### src/rtl/msr_pkg.sv
`timescale 1ns/1ps
package msr_pkg;
  typedef enum logic {
    ROLE_MASTER = 1'b0,
    ROLE_SLAVE  = 1'b1
  } role_t;

  localparam logic [1:0] STAGE_UNLOCKED = 2'd0;
  localparam int unsigned SLAVE_CODE_OFFSET = 3;
endpackage

### src/rtl/msr_sync.sv
`timescale 1ns/1ps
module msr_sync #(
  parameter int unsigned WIDTH = 1,
  parameter logic [WIDTH-1:0] RESET_VAL = '0
) (
  input  logic             clk,
  input  logic             rst_n,
  input  logic [WIDTH-1:0] async_in,
  output logic [WIDTH-1:0] sync_out
);
  // Two-stage synchronizer, one chain per bit, each with its own reset level.
  for (genvar b = 0; b < WIDTH; b++) begin : g_bit
    logic stage_a, stage_b;
    always_ff @(posedge clk or negedge rst_n) begin
      if (!rst_n) begin
        stage_a <= RESET_VAL[b];
        stage_b <= RESET_VAL[b];
      end else begin
        stage_a <= async_in[b];
        stage_b <= stage_a;
      end
    end
    assign sync_out[b] = stage_b;
  end
endmodule

### src/rtl/msr_pin_qualifier.sv
`timescale 1ns/1ps
module msr_pin_qualifier #(
  parameter int unsigned QUAL_CYCLES = 20_000_000
) (
  input  logic clk,
  input  logic rst_n,
  input  logic pin_s,
  input  logic sclk_edge,
  output logic qual_level
);
  localparam int unsigned CW = $clog2(QUAL_CYCLES + 1);
  localparam logic [CW-1:0] LIMIT = CW'(QUAL_CYCLES);

  logic          pin_prev;
  logic [CW-1:0] quiet_cnt;
  logic          restart;

  assign restart = (pin_s != pin_prev) || sclk_edge;

  always_ff @(posedge clk or negedge rst_n) begin
    if (!rst_n) begin
      pin_prev   <= 1'b1;
      quiet_cnt  <= '0;
      qual_level <= 1'b1;
    end else begin
      pin_prev <= pin_s;
      if (restart) begin
        quiet_cnt <= '0;
      end else if (quiet_cnt != LIMIT) begin
        quiet_cnt <= quiet_cnt + 1'b1;
      end else begin
        qual_level <= pin_s;  // window elapsed with no disturbance
      end
    end
  end
endmodule

### src/rtl/msr_partner_monitor.sv
`timescale 1ns/1ps
module msr_partner_monitor #(
  parameter int unsigned PRESENCE_TIMEOUT = 1024
) (
  input  logic clk,
  input  logic rst_n,
  input  logic partner_s,
  input  logic in_window,
  output logic valid
);
  localparam int unsigned CW = $clog2(PRESENCE_TIMEOUT + 1);
  localparam logic [CW-1:0] LIMIT = CW'(PRESENCE_TIMEOUT);

  logic          partner_prev;
  logic [CW-1:0] idle_cnt;
  logic          present;

  always_ff @(posedge clk or negedge rst_n) begin
    if (!rst_n) begin
      partner_prev <= 1'b0;
      idle_cnt     <= LIMIT;  // absent until first edge
    end else begin
      partner_prev <= partner_s;
      if (partner_s && !partner_prev) begin
        idle_cnt <= '0;
      end else if (idle_cnt != LIMIT) begin
        idle_cnt <= idle_cnt + 1'b1;
      end
    end
  end

  assign present = (idle_cnt != LIMIT);
  assign valid   = present && in_window;
endmodule

### src/rtl/msr_role_fsm.sv
`timescale 1ns/1ps
module msr_role_fsm
  import msr_pkg::*;
(
  input  logic       clk,
  input  logic       rst_n,
  input  logic       slave_req,
  input  logic       partner_ok,
  input  logic [1:0] stage,
  output logic       is_slave,
  output logic [3:0] status
);
  role_t role_q, role_d;

  always_comb begin
    role_d = role_q;
    unique case (role_q)
      ROLE_MASTER: if (slave_req && partner_ok) role_d = ROLE_SLAVE;
      ROLE_SLAVE:  if (!slave_req || !partner_ok) role_d = ROLE_MASTER;
      default:     role_d = ROLE_MASTER;
    endcase
  end

  always_ff @(posedge clk or negedge rst_n) begin
    if (!rst_n) role_q <= ROLE_MASTER;
    else        role_q <= role_d;
  end

  assign is_slave = (role_q == ROLE_SLAVE);

  always_comb begin
    if (stage == STAGE_UNLOCKED)      status = 4'd0;
    else if (role_q == ROLE_SLAVE)    status = {2'b00, stage} + 4'(SLAVE_CODE_OFFSET);
    else                              status = {2'b00, stage};
  end
endmodule

### src/rtl/ms_role_arbiter.sv
`timescale 1ns/1ps
module ms_role_arbiter #(
  parameter int unsigned QUAL_CYCLES      = 20_000_000,
  parameter int unsigned PRESENCE_TIMEOUT = 1024
) (
  input  logic       clk,
  input  logic       rst_n,
  input  logic       role_pin,
  input  logic       ser_clk,
  input  logic       sel_register,
  input  logic       reg_slave_req,
  input  logic       partner_clk,
  input  logic       partner_in_window,
  input  logic [1:0] loop_stage,
  output logic       role_is_slave,
  output logic       partner_valid,
  output logic [3:0] loop_status
);
  localparam int unsigned NSYNC = 3;
  localparam logic [NSYNC-1:0] SYNC_RST = 3'b001;  // pin idles high

  logic [NSYNC-1:0] raw_in, synced;
  logic pin_s, sclk_s, partner_s, sclk_prev, sclk_edge;
  logic qual_level, slave_req;

  assign raw_in = {partner_clk, ser_clk, role_pin};

  msr_sync #(.WIDTH(NSYNC), .RESET_VAL(SYNC_RST)) u_sync (
    .clk(clk), .rst_n(rst_n), .async_in(raw_in), .sync_out(synced)
  );

  assign pin_s     = synced[0];
  assign sclk_s    = synced[1];
  assign partner_s = synced[2];

  always_ff @(posedge clk or negedge rst_n) begin
    if (!rst_n) sclk_prev <= 1'b0;
    else        sclk_prev <= sclk_s;
  end
  assign sclk_edge = sclk_s ^ sclk_prev;

  msr_pin_qualifier #(.QUAL_CYCLES(QUAL_CYCLES)) u_qual (
    .clk(clk), .rst_n(rst_n), .pin_s(pin_s), .sclk_edge(sclk_edge),
    .qual_level(qual_level)
  );

  msr_partner_monitor #(.PRESENCE_TIMEOUT(PRESENCE_TIMEOUT)) u_partner (
    .clk(clk), .rst_n(rst_n), .partner_s(partner_s),
    .in_window(partner_in_window), .valid(partner_valid)
  );

  // Pin low means slave; register bit high means slave.
  assign slave_req = sel_register ? reg_slave_req : !qual_level;

  msr_role_fsm u_fsm (
    .clk(clk), .rst_n(rst_n), .slave_req(slave_req), .partner_ok(partner_valid),
    .stage(loop_stage), .is_slave(role_is_slave), .status(loop_status)
  );
endmodule

### config.mk
export PLATFORM = sky130hd
export DESIGN_NAME = ms_role_arbiter
export DESIGN_NICKNAME = d
export VERILOG_FILES = /design/src/rtl/msr_pkg.sv /design/src/rtl/msr_sync.sv /design/src/rtl/msr_pin_qualifier.sv /design/src/rtl/msr_partner_monitor.sv /design/src/rtl/msr_role_fsm.sv /design/src/rtl/ms_role_arbiter.sv
export SDC_FILE = /design/constraint.sdc
export NUM_CORES = 1
export LEC_CHECK = 0
export BUFFER_PORTS_ARGS = -buffer_cell sky130_fd_sc_hd__buf_2
export CELL_PAD_IN_SITES_DETAIL_PLACEMENT = 1
export CELL_PAD_IN_SITES_GLOBAL_PLACEMENT = 1
export CORE_UTILIZATION = 47
export CTS_CLUSTER_DIAMETER = 100
export DETAILED_ROUTE_END_ITERATION = 10
export GPL_TIMING_DRIVEN = 0
export PLACE_DENSITY = 0.75
export SYNTH_ARGS = -nofsm -noshare
export SYNTH_HDL_FRONTEND = slang
export SYNTH_HIERARCHICAL = 1
export SYNTH_SLANG_ARGS = --single-unit
### constraint.sdc
create_clock -name clk -period 2.67 [get_ports clk]
set_input_delay 0.267 -clock clk [delete_from_list [all_inputs] [get_ports clk]]
set_output_delay 0.267 -clock clk [all_outputs]
set_load 0.03 [all_outputs]
==> results of run 1 <==
per-layer routing:
metal / vias to the layer above / wire length [µm] / part of all wire (%) / global-route usage (%)
li1: 946 / - / - / -
met1: 1003 / 2520 / 45 / 30.3
met2: 28 / 2890 / 51 / 40.9
met3: 4 / 180 / 3.2 / 3.52
met4: 0 / 52 / 0.92 / 6.62
met5: - / 0 / 0 / 0
cells by family (layout without fill, tap and decap cells):
family / after synthesis / after routing / synth area share [%]
other cells: 1 / 1 / 0.153
xor+xnor: 13 / 13 / 4.65
flops: 47 / 47 / 48.3
simple gates: 108 / 108 / 26.2
mux: 7 / 7 / 2.92
buf+inv: 23 / 45 / 4.55
fa+ha+maj: 6 / 6 / 3.07
compound gates: 43 / 43 / 10.1
stage by stage:
step	worst slack (ns)	power, mW	hold WS [ns]
detailed placement	0.466	0.972	0.349
floorplan	0.693	0.902	-0.0286
global route	0.263	1.56	0.0410
CTS	0.423	1.52	0.0520
finish	0.479	1.49	0.0597
global placement	0.546	0.958	0.335
report_power, final:
| group | switching, mW | internal [mW] |
|---|---|---|
| Combinational | 0.104 | 0.0627 |
| Sequential | 0.0449 | 0.745 |
| Clock | 0.250 | 0.284 |
| Total | 0.399 | 1.09 |
cell type report:
cell class / instances / area (µm²) / area share (%)
plain buffers: 11 / 66.3 / 2.44
multi-input cells: 178 / 1150 / 42.4
inverters: 12 / 45.0 / 1.66
flip-flops and latches: 47 / 1180 / 43.5
clock buffers: 5 / 68.8 / 2.53
repair buffers: 14 / 70.1 / 2.58
well taps: 67 / 83.8 / 3.09
clock inverters: 3 / 47.5 / 1.75
sequential cells by signal, indices dropped and copies added (netlist names):
signal,flops
u_partner/idle_cnt,11
sclk_prev,1
u_qual/pin_prev,1
u_sync/g_bit.stage_a,3
u_partner/partner_prev,1
u_sync/g_bit.stage_b,3
u_qual/quiet_cnt,25
u_fsm/is_slave,1
u_qual/qual_level,1
Yosys cell counts, drive strengths merged (2+ instances only):
cell and instances:
inv 12, and3 2, nor4b 2, ha 6
xor2 6, dfstp 5, or3 10, mux2i 6
buf 7, o21ai 9, dfrtp 42, nand2 17
o31ai 10, and4 3, nor3 5, nand4 7
clkbuf 4, nor2 14, nand3 18, xnor2 7
a21oi 22, or4 13, nor2b 2, nor4 8
nand2b 2
final timing paths:
kind | endpoint | slack, ns | cells after the start
max in group asynchronous | u_qual/quiet_cnt[2] | 1.86 | 1
worst max-delay path | u_qual/quiet_cnt[20] | 0.48 | 6
worst min register to register | u_sync/g_bit[0].stage_b | 0.36 | 0
worst max register to register | u_qual/quiet_cnt[20] | 0.48 | 6
worst min-delay path | u_sync/g_bit[0].stage_a | 0.06 | 1
min in group asynchronous | u_qual/quiet_cnt[21] | 0.16 | 1
==> qor.yml, run 1 <==
status: "completed"
cts_resized: 0
synth_edf_count: 0
wl_per_cell_um: 16.7
synthCells: 248
crit_buf_inv: 2
max_freq_mhz: 456
clkTransAtPathRegs_ns: 0.09
initial_utilization_pct: 50.1
synth_area_mm2: 0.00245
clock_latency_ns: 0.30
cp_max_fo: 10
ys_top_cells_by_area: "dfrtp_1 43%, dfstp_2 5.4%, a21oi_1 4.5%, or4_1 3.4%, nand3_1 3.3%"
post_cts.repair.setup_buffers: 0
layout_common_cells: "42 x dfrtp_1, 22 x a21oi_1, 17 x nand2_1, 16 x buf_2, 16 x nand3_1"
slowest_delay_ns: 0.55
cts_root_buffer: "clkbuf_8"
rsz0062_at_grt: "false"
max-vdd-ir-drop_uv: 352
finalCriticalPeriod_ns: 2.19
cellPowerDensity_mw_per_mm2: 549
grt_max_degree: 48
ys_seq_elements: 47
finalSetupViolations: 0
cts_tree: "built"
dp_cells: 329
seq_area_frac_synth_pct: 48.3
place_hpwl_um: 4010
cts_hold_buf: 0
worst_pin_slew_ns: 1.07
synth_cell_types: 41
final_cell_area_mm2: 0.00272
cts_htree_levels: 2
skew_ns: 0.00432
antenna_cells: 0
placed_area_mm2: 0.00260
cp_common_cell: "or4_1"
crit_family: "simple AND/OR/NAND/NOR gates"
worstReg2RegStart: "u_qual/quiet_cnt[1]"
fin_crit_sh_pct: 82.1
grt-ovfl-total: 0
slew_headroom_pct: 28.4
grt_pass1_wl_um: 9820
final_util_pct: 55.7
critical_path_arrival_ns: 2.41
path_cells: "ha_1 > inv_1 > or4_1 > buf_2 > or4_1 > a21oi_1"
route.detailed.drc: 0
synth_top_area_share_pct: 43.0
critical_path.endpoint_type: "flip-flop"
drt_first_pass_iters: 4
vias_per_cell: 5.88
max_cap_violations: 0
cp-start-kind: "flip-flop"
area_delta_synth_final_pct: 11.0
finalHoldViolations: 0
dieArea_mm2: 0.00550
fin_tns_setup_ns: 0
port_buffers: 14
avgSynthCellArea_um2: 9.86
worstSetupStartpoint: "u_qual/quiet_cnt[1]"
drtIter0Drc: 134
path_class: "reg -> reg"
grt_pass1_vias: 2077
async_reset_ff_share_pct: 100
rows: 25
layout.cells.non_filler: 337
min-delay-start: "role_pin"
die_w_um: 74.1
synth_ff_type: "dfrtp_1"
grt_usage_pct: 23.5
drive_above_1_share_pct: 15.6
design.core.area_mm2: 0.00488
dieHeight_um: 74.1
nets: 285
cp_slowest_cell: "or4_1"
holdCritPathClass: "in -> reg"
antenna_left: 0
io_pins: 16
p_leak_nw: 1.07
antenna_found_initial: 0
gp_congestion: 0.733
finalWirelength_um: 5640
cts_buffers: 5
final_common_cell: "dfrtp_1"
synthesis.nets: 264
synth_top_area_cell: "dfrtp_1"
nFillCells: 585
yosysWarnings: 6
via_count: 1981
drv_slew: 0
clockBufferDepth: 2
crit_required_ns: 2.89
clock-sinks: 47
(Power assumes the default switching activity.)
==> inputs of run 2 (changes only) <==
Settings changed: CORE_UTILIZATION 47 to 42, PLACE_DENSITY 0.75 to 0.7.
Clock period 2.67 ns to 1.9 ns, I/O delays scaled along.
==> run 2 against run 1 <==
Compared with the run above: register-to-register slack worse by 0.43 ns; hold slack better by 0.015 ns; utilization is 3.3 points lower; non-clock buffer count is 11 higher; flip-flop and latch count stayed put; first-iteration DRC count is 17% lower; power is 35% higher; sequential power is 41% higher; cell count is 4.7% higher; critical path depth is 1 lower; clock skew is 0.0052 ns higher; via count is 0.61% higher; largest cell class is now multi-input gates; highest routed layer unchanged.
==> qor.yml, run 2 (synthesis results as in run 1) <==
status: "completed"
cts_tree: "built"
drtIter0Drc: 111
p_leak_nw: 1.14
via_count: 1993
clock-sinks: 47
path_cells: "nand3_2 > or4_4 > buf_6 > or4_4 > a21oi_2"
finalWirelength_um: 5800
holdCritPathClass: "in -> async"
route.detailed.drc: 0
rows: 27
cellPowerDensity_mw_per_mm2: 691
initial_utilization_pct: 43.9
crit_family: "simple AND/OR/NAND/NOR gates"
io_pins: 16
skew_ns: 0.00951
finalCriticalPeriod_ns: 1.85
largest_registers: "u_qual/quiet_cnt (25), u_partner/idle_cnt (11)"
grt_max_degree: 48
rrSetupSlack_ns: 0.05
crit_buf_inv: 1
port_buffers: 14
gp_congestion: 0.724
cp_max_fo: 5
cts_buffers: 5
dieArea_mm2: 0.00613
antenna_cells: 0
die_w_um: 78.3
fin_crit_sh_pct: 97.3
antenna_left: 0
nets: 296
finalHoldViolations: 0
cp_common_cell: "or4_4"
cp_slowest_cell: "or4_4"
wl_per_cell_um: 16.4
max_cap_violations: 0
fin_tns_setup_ns: 0
finalSetupViolations: 0
nFillCells: 629
cts_root_buffer: "clkbuf_8"
max_freq_mhz: 541
cp-start-kind: "flip-flop"
grt_pass1_vias: 2026
critical_path_arrival_ns: 2.09
placed_area_mm2: 0.00262
largest_register_ffs: 25
crit_required_ns: 2.15
clkTransAtPathRegs_ns: 0.09
slowest_delay_ns: 0.56
clockBufferDepth: 2
worst_pin_slew_ns: 1.07
clock_latency_ns: 0.31
slew_headroom_pct: 28.5
area_delta_synth_final_pct: 19.2
drive_above_1_share_pct: 27.8
grt_pass1_wl_um: 9760
grt-ovfl-total: 0
setup_ws_ns: 0.0516
place_hpwl_um: 3890
critical_path.endpoint_type: "flip-flop"
grt_usage_pct: 20.8
dpl_worst_slack_ns: -0.191
antenna_found_initial: 0
final_common_cell: "dfrtp_1"
design.core.area_mm2: 0.00557
dieHeight_um: 78.3
top_register: "u_qual/quiet_cnt"
max-vdd-ir-drop_uv: 424
rsz0062_at_grt: "true"
layout_common_cells: "37 x dfrtp_1, 17 x a21oi_1, 15 x buf_2, 15 x nand2_1, 15 x nand3_1"
cts_htree_levels: 2
vias_per_cell: 5.65
drt_first_pass_iters: 4
drv_slew: 0
path_class: "reg -> reg"
final_cell_area_mm2: 0.00292
==> run 2: worst register-to-register path, stage by stage, from the launching register on <==
cell,delay (ns)
dfrtp_1,0.42
nand3_2,0.12
or4_4,0.56
buf_6,0.15
or4_4,0.41
a21oi_2,0.13
==> run 2: layout make-up <==
cell class | count | area (µm²) | area share (%)
sequential | 47 | 1190 | 40.8
multi-input combinational | 178 | 1250 | 42.9
inverter | 12 | 45.0 | 1.54
clock buffer | 6 | 82.6 | 2.83
tap | 72 | 90.1 | 3.09
clock inverter | 2 | 16.3 | 0.558
buffer | 9 | 68.8 | 2.36
timing repair buffer | 27 | 173 | 5.92
==> run 2: timing repair <==
| action | in CTS | in global routing |
|---|---|---|
| resized for setup | 12 | 21 |
| buffers inserted | 2 | 7 |
| hold buffers | 3 | 0 |
| pin swaps | 0 | 10 |
| cloned | 0 | 1 |
| hold endpoints to repair | 3 | 0 |
| endpoints found under the setup margin | 24 | 12 |
==> run 2: worst paths after layout <==
path	startpoint	end	cells after the start
worst min register to register	u_sync/g_bit[2].stage_a	u_sync/g_bit[2].stage_b	0
max in group asynchronous	rst_n	u_qual/quiet_cnt[0]	1
min in group clk	sel_register	u_fsm/is_slave	3
worst min-delay path	rst_n	u_qual/quiet_cnt[20]	1
worst max register to register	u_qual/quiet_cnt[8]	u_qual/quiet_cnt[19]	5
worst max-delay path	u_qual/quiet_cnt[8]	u_qual/quiet_cnt[19]	5
==> run 2: metal layers <==
layer | vias up | share of wire (%) | GRT usage (%)
li1 | 970 | - | -
met5 | - | 0 | 0
met4 | 0 | 1.5 | 6.11
met1 | 989 | 46 | 26.6
met2 | 27 | 50 | 35.5
met3 | 7 | 2.6 | 4.19
==> run 2: where the power goes <==
part	internal (mW)	leakage (nW)	switching [mW]
combinational	0.0989	0.482	0.144
sequential	1.05	0.609	0.0653
clock	0.298	0.0474	0.362
==> run 2: stage by stage <==
step	power [mW]	utilization [%]	hold slack, ns	std cells
after floorplan	1.27	-	-0.106	248
after global placement	1.35	47.0	0.296	334
after global routing	2.11	52.3	0.166	353
after CTS	2.03	50.1	0.115	346
after detailed placement	1.36	47.0	0.299	334
final	2.02	52.3	0.0748	353
